**config.mk**
```make
export PLATFORM = sky130hd
export DESIGN_NAME = row_addr_driver
export DESIGN_NICKNAME = d
export VERILOG_FILES = /design/src/rtl/rowdrv_pkg.sv /design/src/rtl/rowdrv_sequencer.sv /design/src/rtl/rowdrv_shadow.sv /design/src/rtl/rowdrv_phase.sv /design/src/rtl/row_addr_driver.sv
export SDC_FILE = /design/constraint.sdc
export NUM_CORES = 1
export LEC_CHECK = 0
export ABC_AREA = 1
export CELL_PAD_IN_SITES_DETAIL_PLACEMENT = 1
export CELL_PAD_IN_SITES_GLOBAL_PLACEMENT = 1
export CORE_ASPECT_RATIO = 2
export CORE_UTILIZATION = 25
export DETAILED_ROUTE_END_ITERATION = 8
export DONT_BUFFER_PORTS = 1
export PLACE_DENSITY_LB_ADDON = 0.1
export RECOVER_POWER = 25
export SYNTH_ARGS = -nofsm -noshare
export SYNTH_HDL_FRONTEND = slang
export SYNTH_SLANG_ARGS = --single-unit
```
**constraint.sdc**
```tcl
create_clock -name clk -period 3.55 [get_ports clk]
set_input_delay 0.71 -clock clk [delete_from_list [all_inputs] [get_ports clk]]
set_output_delay 0.71 -clock clk [all_outputs]
set_load 0.1 [all_outputs]
```
**src/rtl/rowdrv_pkg.sv**
```systemverilog
package rowdrv_pkg;
    localparam int ROW_W = 6;
    localparam int DAC_W = 14;
    localparam int PH_W  = 12;
    localparam int WIN_W = PH_W + 1;

    typedef struct packed {
        logic [ROW_W-1:0] row_idx;
        logic [DAC_W-1:0] on_lvl;
        logic [DAC_W-1:0] off_lvl;
        logic [PH_W-1:0]  delay;
        logic [PH_W-1:0]  width;
    } drv_cfg_t;
endpackage

```
**src/rtl/rowdrv_sequencer.sv**
```systemverilog
module rowdrv_sequencer
    import rowdrv_pkg::*;
(
    input  logic             clk,
    input  logic             rst_n,
    input  logic             line_start,
    input  logic             frame_start,
    output logic [ROW_W-1:0] row_q,
    output logic             armed_q
);
    typedef struct packed {
        logic [ROW_W-1:0] row;
        logic             armed;
    } seq_t;

    seq_t s_d, s_q;

    always_comb begin
        s_d = s_q;
        if (frame_start) begin
            s_d.row   = '0;
            s_d.armed = 1'b1;
        end else if (line_start) begin
            s_d.row = s_q.row + 1'b1;
        end
    end

    always_ff @(posedge clk or negedge rst_n) begin
        if (!rst_n) s_q <= '0;
        else        s_q <= s_d;
    end

    assign row_q   = s_q.row;
    assign armed_q = s_q.armed;

    // frame strobe restarts the count and arms
    a_r5_frame_restart: assert property (@(posedge clk) disable iff (!rst_n)
        frame_start |=> (row_q == '0) && armed_q);

    // a bare line strobe advances by one
    a_r5_line_advance: assert property (@(posedge clk) disable iff (!rst_n)
        (line_start && !frame_start) |=> (row_q == ROW_W'($past(row_q) + 1'b1)));
endmodule

```
**src/rtl/rowdrv_shadow.sv**
```systemverilog
module rowdrv_shadow
    import rowdrv_pkg::*;
(
    input  logic     clk,
    input  logic     rst_n,
    input  logic     frame_start,
    input  drv_cfg_t cfg_in,
    output drv_cfg_t cfg_q
);
    drv_cfg_t cfg_d, cfg_r;

    always_comb begin
        cfg_d = cfg_r;
        if (frame_start) cfg_d = cfg_in;
    end

    always_ff @(posedge clk or negedge rst_n) begin
        if (!rst_n) cfg_r <= '0;
        else        cfg_r <= cfg_d;
    end

    assign cfg_q = cfg_r;

    // shadow copy only moves on a frame strobe
    a_r7_shadow_hold: assert property (@(posedge clk) disable iff (!rst_n)
        !frame_start |=> $stable(cfg_q));
endmodule

```
**src/rtl/rowdrv_phase.sv**
```systemverilog
module rowdrv_phase
    import rowdrv_pkg::*;
(
    input  logic            clk,
    input  logic            rst_n,
    input  logic            line_start,
    output logic [PH_W-1:0] phase_q
);
    localparam logic [PH_W-1:0] PH_MAX = '1;

    logic [PH_W-1:0] ph_d, ph_r;

    always_comb begin
        ph_d = ph_r;
        if (line_start)         ph_d = '0;
        else if (ph_r != PH_MAX) ph_d = ph_r + 1'b1;
    end

    always_ff @(posedge clk or negedge rst_n) begin
        if (!rst_n) ph_r <= PH_MAX;
        else        ph_r <= ph_d;
    end

    assign phase_q = ph_r;

    // phase restarts at every line strobe
    a_r3_phase_restart: assert property (@(posedge clk) disable iff (!rst_n)
        line_start |=> (phase_q == '0));

    // phase never wraps back toward zero without a strobe
    a_r4_phase_monotone: assert property (@(posedge clk) disable iff (!rst_n)
        !line_start |=> (phase_q >= $past(phase_q)));
endmodule

```
**src/rtl/row_addr_driver.sv**
```systemverilog
module row_addr_driver
    import rowdrv_pkg::*;
(
    input  logic             clk,
    input  logic             rst_n,
    input  logic             line_sync,
    input  logic             frame_sync,
    input  logic [ROW_W-1:0] cfg_row_idx,
    input  logic [DAC_W-1:0] cfg_on_level,
    input  logic [DAC_W-1:0] cfg_off_level,
    input  logic [PH_W-1:0]  cfg_delay,
    input  logic [PH_W-1:0]  cfg_width,
    output logic [DAC_W-1:0] dac_code
);
    logic             line_start;
    logic [ROW_W-1:0] row_q;
    logic             armed_q;
    logic [PH_W-1:0]  phase_q;
    drv_cfg_t         cfg_live, cfg_sh;

    assign line_start = line_sync | frame_sync;

    always_comb begin
        cfg_live.row_idx = cfg_row_idx;
        cfg_live.on_lvl  = cfg_on_level;
        cfg_live.off_lvl = cfg_off_level;
        cfg_live.delay   = cfg_delay;
        cfg_live.width   = cfg_width;
    end

    rowdrv_sequencer u_seq (
        .clk        (clk),
        .rst_n      (rst_n),
        .line_start (line_start),
        .frame_start(frame_sync),
        .row_q      (row_q),
        .armed_q    (armed_q)
    );

    rowdrv_shadow u_shadow (
        .clk        (clk),
        .rst_n      (rst_n),
        .frame_start(frame_sync),
        .cfg_in     (cfg_live),
        .cfg_q      (cfg_sh)
    );

    rowdrv_phase u_phase (
        .clk       (clk),
        .rst_n     (rst_n),
        .line_start(line_start),
        .phase_q   (phase_q)
    );

    typedef struct packed {
        logic [DAC_W-1:0] dac;
    } out_t;

    out_t o_d, o_q;
    logic [WIN_W-1:0] win_end;
    logic             in_window;
    logic             row_hit;

    always_comb begin
        win_end   = WIN_W'(cfg_sh.delay) + WIN_W'(cfg_sh.width);
        row_hit   = (row_q == cfg_sh.row_idx);
        in_window = (WIN_W'(phase_q) >= WIN_W'(cfg_sh.delay)) &&
                    (WIN_W'(phase_q) <  win_end);
        o_d = o_q;
        if (!armed_q)               o_d.dac = cfg_off_level;
        else if (row_hit && in_window) o_d.dac = cfg_sh.on_lvl;
        else                        o_d.dac = cfg_sh.off_lvl;
    end

    always_ff @(posedge clk or negedge rst_n) begin
        if (!rst_n) o_q <= '0;
        else        o_q <= o_d;
    end

    assign dac_code = o_q.dac;

    // before arming the output follows the live OFF code
    a_r8_idle_off: assert property (@(posedge clk) disable iff (!rst_n)
        !armed_q |=> (dac_code == $past(cfg_off_level)));

    // once armed only the two shadowed codes appear
    a_r2_two_levels: assert property (@(posedge clk) disable iff (!rst_n)
        armed_q |=> ((dac_code == $past(cfg_sh.on_lvl)) ||
                     (dac_code == $past(cfg_sh.off_lvl))));

    // a non-matching row yields OFF
    a_r1_row_gate: assert property (@(posedge clk) disable iff (!rst_n)
        (armed_q && (row_q != cfg_sh.row_idx)) |=> (dac_code == $past(cfg_sh.off_lvl)));
endmodule

```
### Word level (Yosys, flattened, before mapping)

Index checks and enable logic that the tools add are counted.

| word-level totals | value |
|---|---|
| output and inout bits | 14 |
| input bits | 62 |
| register bits | 91 |

| cells by class | value |
|---|---|
| mux-type cells | 6 |
| equality and inequality tests | 2 |
| reductions and logical operators | 4 |
| order comparisons | 2 |
| bitwise operators | 1 |
| $add $sub $neg | 3 |

Operator list:

| kind | count |
|---|---|
| $mux W14 | 2 |
| $mux W12 | 2 |
| $add A12 B12 Y13 | 1 |
| $lt A12 B13 Y1 | 1 |
| $add A12 B1 Y12 const B | 1 |
| $ge A12 B12 Y1 | 1 |
| $mux W6 | 2 |
| $ne A12 B12 Y1 const B | 1 |
| $add A6 B1 Y6 const B | 1 |
| $eq A6 B6 Y1 | 1 |
| $reduce_bool A2 Y1 | 2 |
| $logic_and A1 B1 Y1 | 2 |
| $or A1 B1 Y1 | 1 |

### Logic depth before layout (Yosys ltp)

| depth | value |
|---|---|
| depth in word-level cells | 6 |
| mapped depth | 21 |
| depth with buffers taken out | 20 |

### Cells and area by module

Synthesis repeated with hierarchy kept, for this count alone.

| second synthesis, totals | value |
|---|---|
| cells, all modules | 697 |
| area, all modules | 5,467.7 um^2 |

By module, submodules not included:

| module | area an instance (um^2) | cells each | seq. area each (um^2) | instances |
|---|---|---|---|---|
| rowdrv_shadow | 2,203.4 | 246 | 1,451.4 | 1 |
| row_addr_driver | 2,147.1 | 319 | 350.3 | 1 |
| rowdrv_phase | 765.7 | 91 | 315.3 | 1 |
| rowdrv_sequencer | 351.6 | 41 | 175.2 | 1 |

### Worst setup path after synthesis

No wires, ideal clock.

| timing path | value |
|---|---|
| path type | flip-flop to flip-flop |
| start point | register u_shadow.cfg_r (netlist bit u_shadow.cfg_q[12]) |
| end point | register o_q (netlist bit dac_code[10]) |
| path slack | 0.756 ns |
| path buffers | 1 |
| setup time | 0.117 ns |
| period minus slack after synthesis | 2.794 ns |
| cell stages (with the launch flop) | 21 |
| arrival | 2.676 ns |
| required time | 3.433 ns |
| path through | dfrtp_1 > ha_1 > inv_1 > fa_1 > o21ai_2 > a31oi_1 > nor2_1 > nor2_1 > xor2_1 > ha_1 > nand2_1 > nand2_1 > nand2_1 > nand2_1 > nand4_4 > inv_4 > nor2_8 > buf_12 > nand3_2 > nand3_1 > nand2_1 |

RTL lines:

| element | line | text |
|---|---|---|
| start, declared | rowdrv_shadow.sv:10 | `drv_cfg_t cfg_d, cfg_r;` |
| start signal, assigned | rowdrv_shadow.sv:19 | `else cfg_r <= cfg_d;` |
| end signal, assigned | row_addr_driver.sv:76 | `if (!rst_n) o_q <= '0;` |
| end signal, assigned | row_addr_driver.sv:77 | `else o_q <= o_d;` |
| end, declared | row_addr_driver.sv:59 | `out_t o_d, o_q;` |

==> impl_metrics.tcl <==
set metrics [dict create \
    r2r_end "dac_code[12]$_DFF_PN0_" \
    preCtsSetupSlack_ps 201 \
    drcViolationCount 0 \
    fin_crit_ps 3240 \
    ys_seq_elements 91 \
    max-cap-violations 0 \
    max-clock-path-buffers 2 \
    clock-sinks 91 \
    first_iter_violations 100 \
    setup_violations 0 \
    finalMaxSlewViolations 0 \
    fmax_mhz 309 \
    vias 4103 \
    gp_congestion 0.769 \
    first_pass_iters 4 \
    timing.hold.ws_ps 40.1 \
    ff2ff_setup_slack_ps 310 \
    clock_latency_ps 360 \
    async_flop_share_pct 100 \
    drt-total-wl_microns 15600 \
    critPathArrivalTime_ps 3480 \
    initial_utilization_pct 25.7 \
    ys_types 42 \
    finalHoldViolations 0 \
    max_slew_margin_pct 37.0 \
    rsz0062_at_grt "no" \
    crit_start "u_shadow.cfg_q[12]$_DFFE_PN0P_" \
    placementRows 74 \
    start_kind "flop" \
    ir_drop_mv 0.299 \
    clkSlewWorstSetupHoldPaths_ps 70 \
    htreeDepth 3 \
    crit_type "reg2reg" \
    die_w_microns 105 \
    cp.required_ps 3790 \
    dp_hpwl_microns 11700 \
    synthToLayoutAreaGrowth_pct 10.2 \
    final_cell_area_sq_um 5820 \
    hp-class "in2async" \
    cpPeakStageDelay_ps 430 \
    ys.flop_type "dfrtp_1" \
    yosysWarnings 0 \
    grt_pass1_wl_microns 24900 \
    dpl_cell_area_sq_um 5500 \
    num_antenna_cells 0 \
    grt_pass1_vias 4504 \
    antenna_found_initial 0 \
    gr-total-overflow 0 \
    track_usage_pct 15.3 \
    numCtsBuffers 9 \
    finalClockSkew_ps 6.29 \
    core_area_sq_um 20600 \
    avgSynthCellArea_sq_um 8.14 \
    cp_slowest_cell "fa_1" \
    fin_crit_sh_pct 91.2 \
    netlist_instances 649 \
    cts_tree "done" \
    rr_startpoint "u_shadow.cfg_q[12]$_DFFE_PN0P_" \
    synth_edf_count 0 \
    clock-root-buffer "clkbuf_16" \
    path_cells "ha_1 > inv_1 > fa_1 > o21ai_2 > a31oi_1 > nor2_1 > nor2_1 > xor2_1 > ha_1 > nand2_1 > nand2_1 > nand2_1 > nand2_1 > nand4_4 > inv_4 > nor2_8 > nand3_2 > nand3_1 > nand2_1" \
    final.setup.tns_ps 0 \
    dieHeight_microns 208 \
    io_buffers 0 \
    drive_gt1_share_pct 10.6 \
    dieArea_sq_um 21800 \
    io_pins 76 \
    hold_buffers 0 \
    crit_path_end "dac_code[12]$_DFF_PN0_" \
    vias_per_cell 4.49 \
    reg2reg_depth 19 \
    crit_top_cell "nand2_1" \
    wl_per_cell_microns 17.1 \
    cp-end-kind "flop" \
    p_per_area_nw_per_um2 467 \
    grt_max_degree 93 \
    syn_area_sq_um 5280 \
    syn_nets 749 \
    setup_ws_ps 311 \
    leakage_nw 2.84 \
    nNetsFinal 743 \
    worst_pin_slew_ps 945 \
    post_cts_buffers 0 \
    cp_max_fo 14 \
    status "finished, final reports clean" \
    yosysSeqAreaShare_pct 43.4 \
    antenna_left 0 \
]
==> layout make-up <==
type / instances / area, sq um
clock buffers: 10 / 229
inverters: 84 / 320
clock inverters: 6 / 88.8
fillers: 2506 / 14700
multi-input cells: 455 / 2540
well taps: 266 / 333
flip-flops and latches: 91 / 2290
repair buffers: 2 / 15.0
==> stage by stage <==
step,total power (W),cells,util [%]
5_1_grt,0.00284,914,28.3
3_3_place_gp,0.00167,898,26.8
2_1_floorplan,0.00157,649,-
6_report,0.00272,914,28.3
3_5_place_dp,0.00168,898,26.8
4_1_cts,0.00277,914,28.3
==> cells by family after synthesis <==
logic type,after synthesis,synth area share (%)
AND/OR/NAND/NOR,315,26.4
buffers and inverters,103,8.53
flip-flops,91,43.4
AO/OA/AOI/OAI,90,10.5
adder cells (fa/ha/maj),38,9.14
XOR/XNOR,12,1.99
==> where the power goes <==
group	switching (W)	internal (W)	leakage (nW)	total, W
registers	0.000151	0.00111	1.09	0.00126
clock network	0.000448	0.000619	0.149	0.00107
logic	0.000240	0.000149	1.60	0.000389
total	0.000838	0.00188	2.84	0.00272
==> routing by layer <==
layer	track usage [%]	part of all wire, %	vias to the layer above
li1	-	-	2045
met1	15.2	38	1984
met2	29.8	57	60
met3	3.17	3.6	14
met4	6.22	1.8	0
met5	0	0	-
==> registers in the layout (all words and copies together) (netlist names) <==
signal	cells
dac_code	14
u_phase.phase_q	12
u_seq.armed_q	1
u_seq.row_q	6
u_shadow.cfg_q	58
==> critical path, delay by kind of cell, from the launching register on <==
| kind | cells | cell delay, ps |
|---|---|---|
| AND/OR/NAND/NOR | 11 | 1120 |
| AO/OA/AOI/OAI | 2 | 430 |
| flip-flops | 1 | 380 |
| buffers and inverters | 2 | 150 |
| XOR/XNOR | 1 | 140 |
| adder cells (fa/ha/maj) | 3 | 890 |
==> placed cells by master (no fill, tap or decap), types with 12 or more instances in the layout <==
cell type	n
nor2_1	25
nand3_1	30
ha_1	37
dfrtp_1	79
a21oi_1	19
o21ai_0	45
nand2_1	221
dfstp_2	12
inv_1	81
==> worst min-delay path by stage <==
stage	from	end	slack [ps]	cells after the start
after floorplan	rst_n	dac_code[0]$_DFF_PN0_	410	0
after global placement	rst_n	dac_code[5]$_DFF_PN0_	420	0
after detailed placement	rst_n	u_shadow.cfg_q[37]$_DFFE_PN0P_	420	0
after CTS	rst_n	u_shadow.cfg_q[23]$_DFFE_PN0P_	20	0
after global routing	rst_n	dac_code[9]$_DFF_PN0_	30	0
final	rst_n	u_shadow.cfg_q[23]$_DFFE_PN0P_	40	0
==> cell usage after synthesis (all sizes together), types with 2 or more instances <==
library cell | number | area (sq um)
dfrtp | 79 | 1980
nor2 | 30 | 144
nand2 | 226 | 861
nor3 | 9 | 45.0
o22ai | 2 | 12.5
xnor2 | 4 | 35.0
o21ai | 47 | 239
buf | 8 | 88.8
inv | 84 | 320
nand4 | 6 | 58.8
clkbuf | 11 | 41.3
dfstp | 12 | 315
o21bai | 15 | 150
nand3 | 41 | 268
ha | 37 | 463
xor2 | 8 | 70.1
a211oi | 2 | 15.0
a21oi | 22 | 125
==> what timing repair did <==
action / CTS / global route
endpoints found under the hold margin: 0 / 0
gates resized for setup: 0 / 1
endpoints found under the setup margin: 0 / 1
Power figures use the tool's default switching activity.
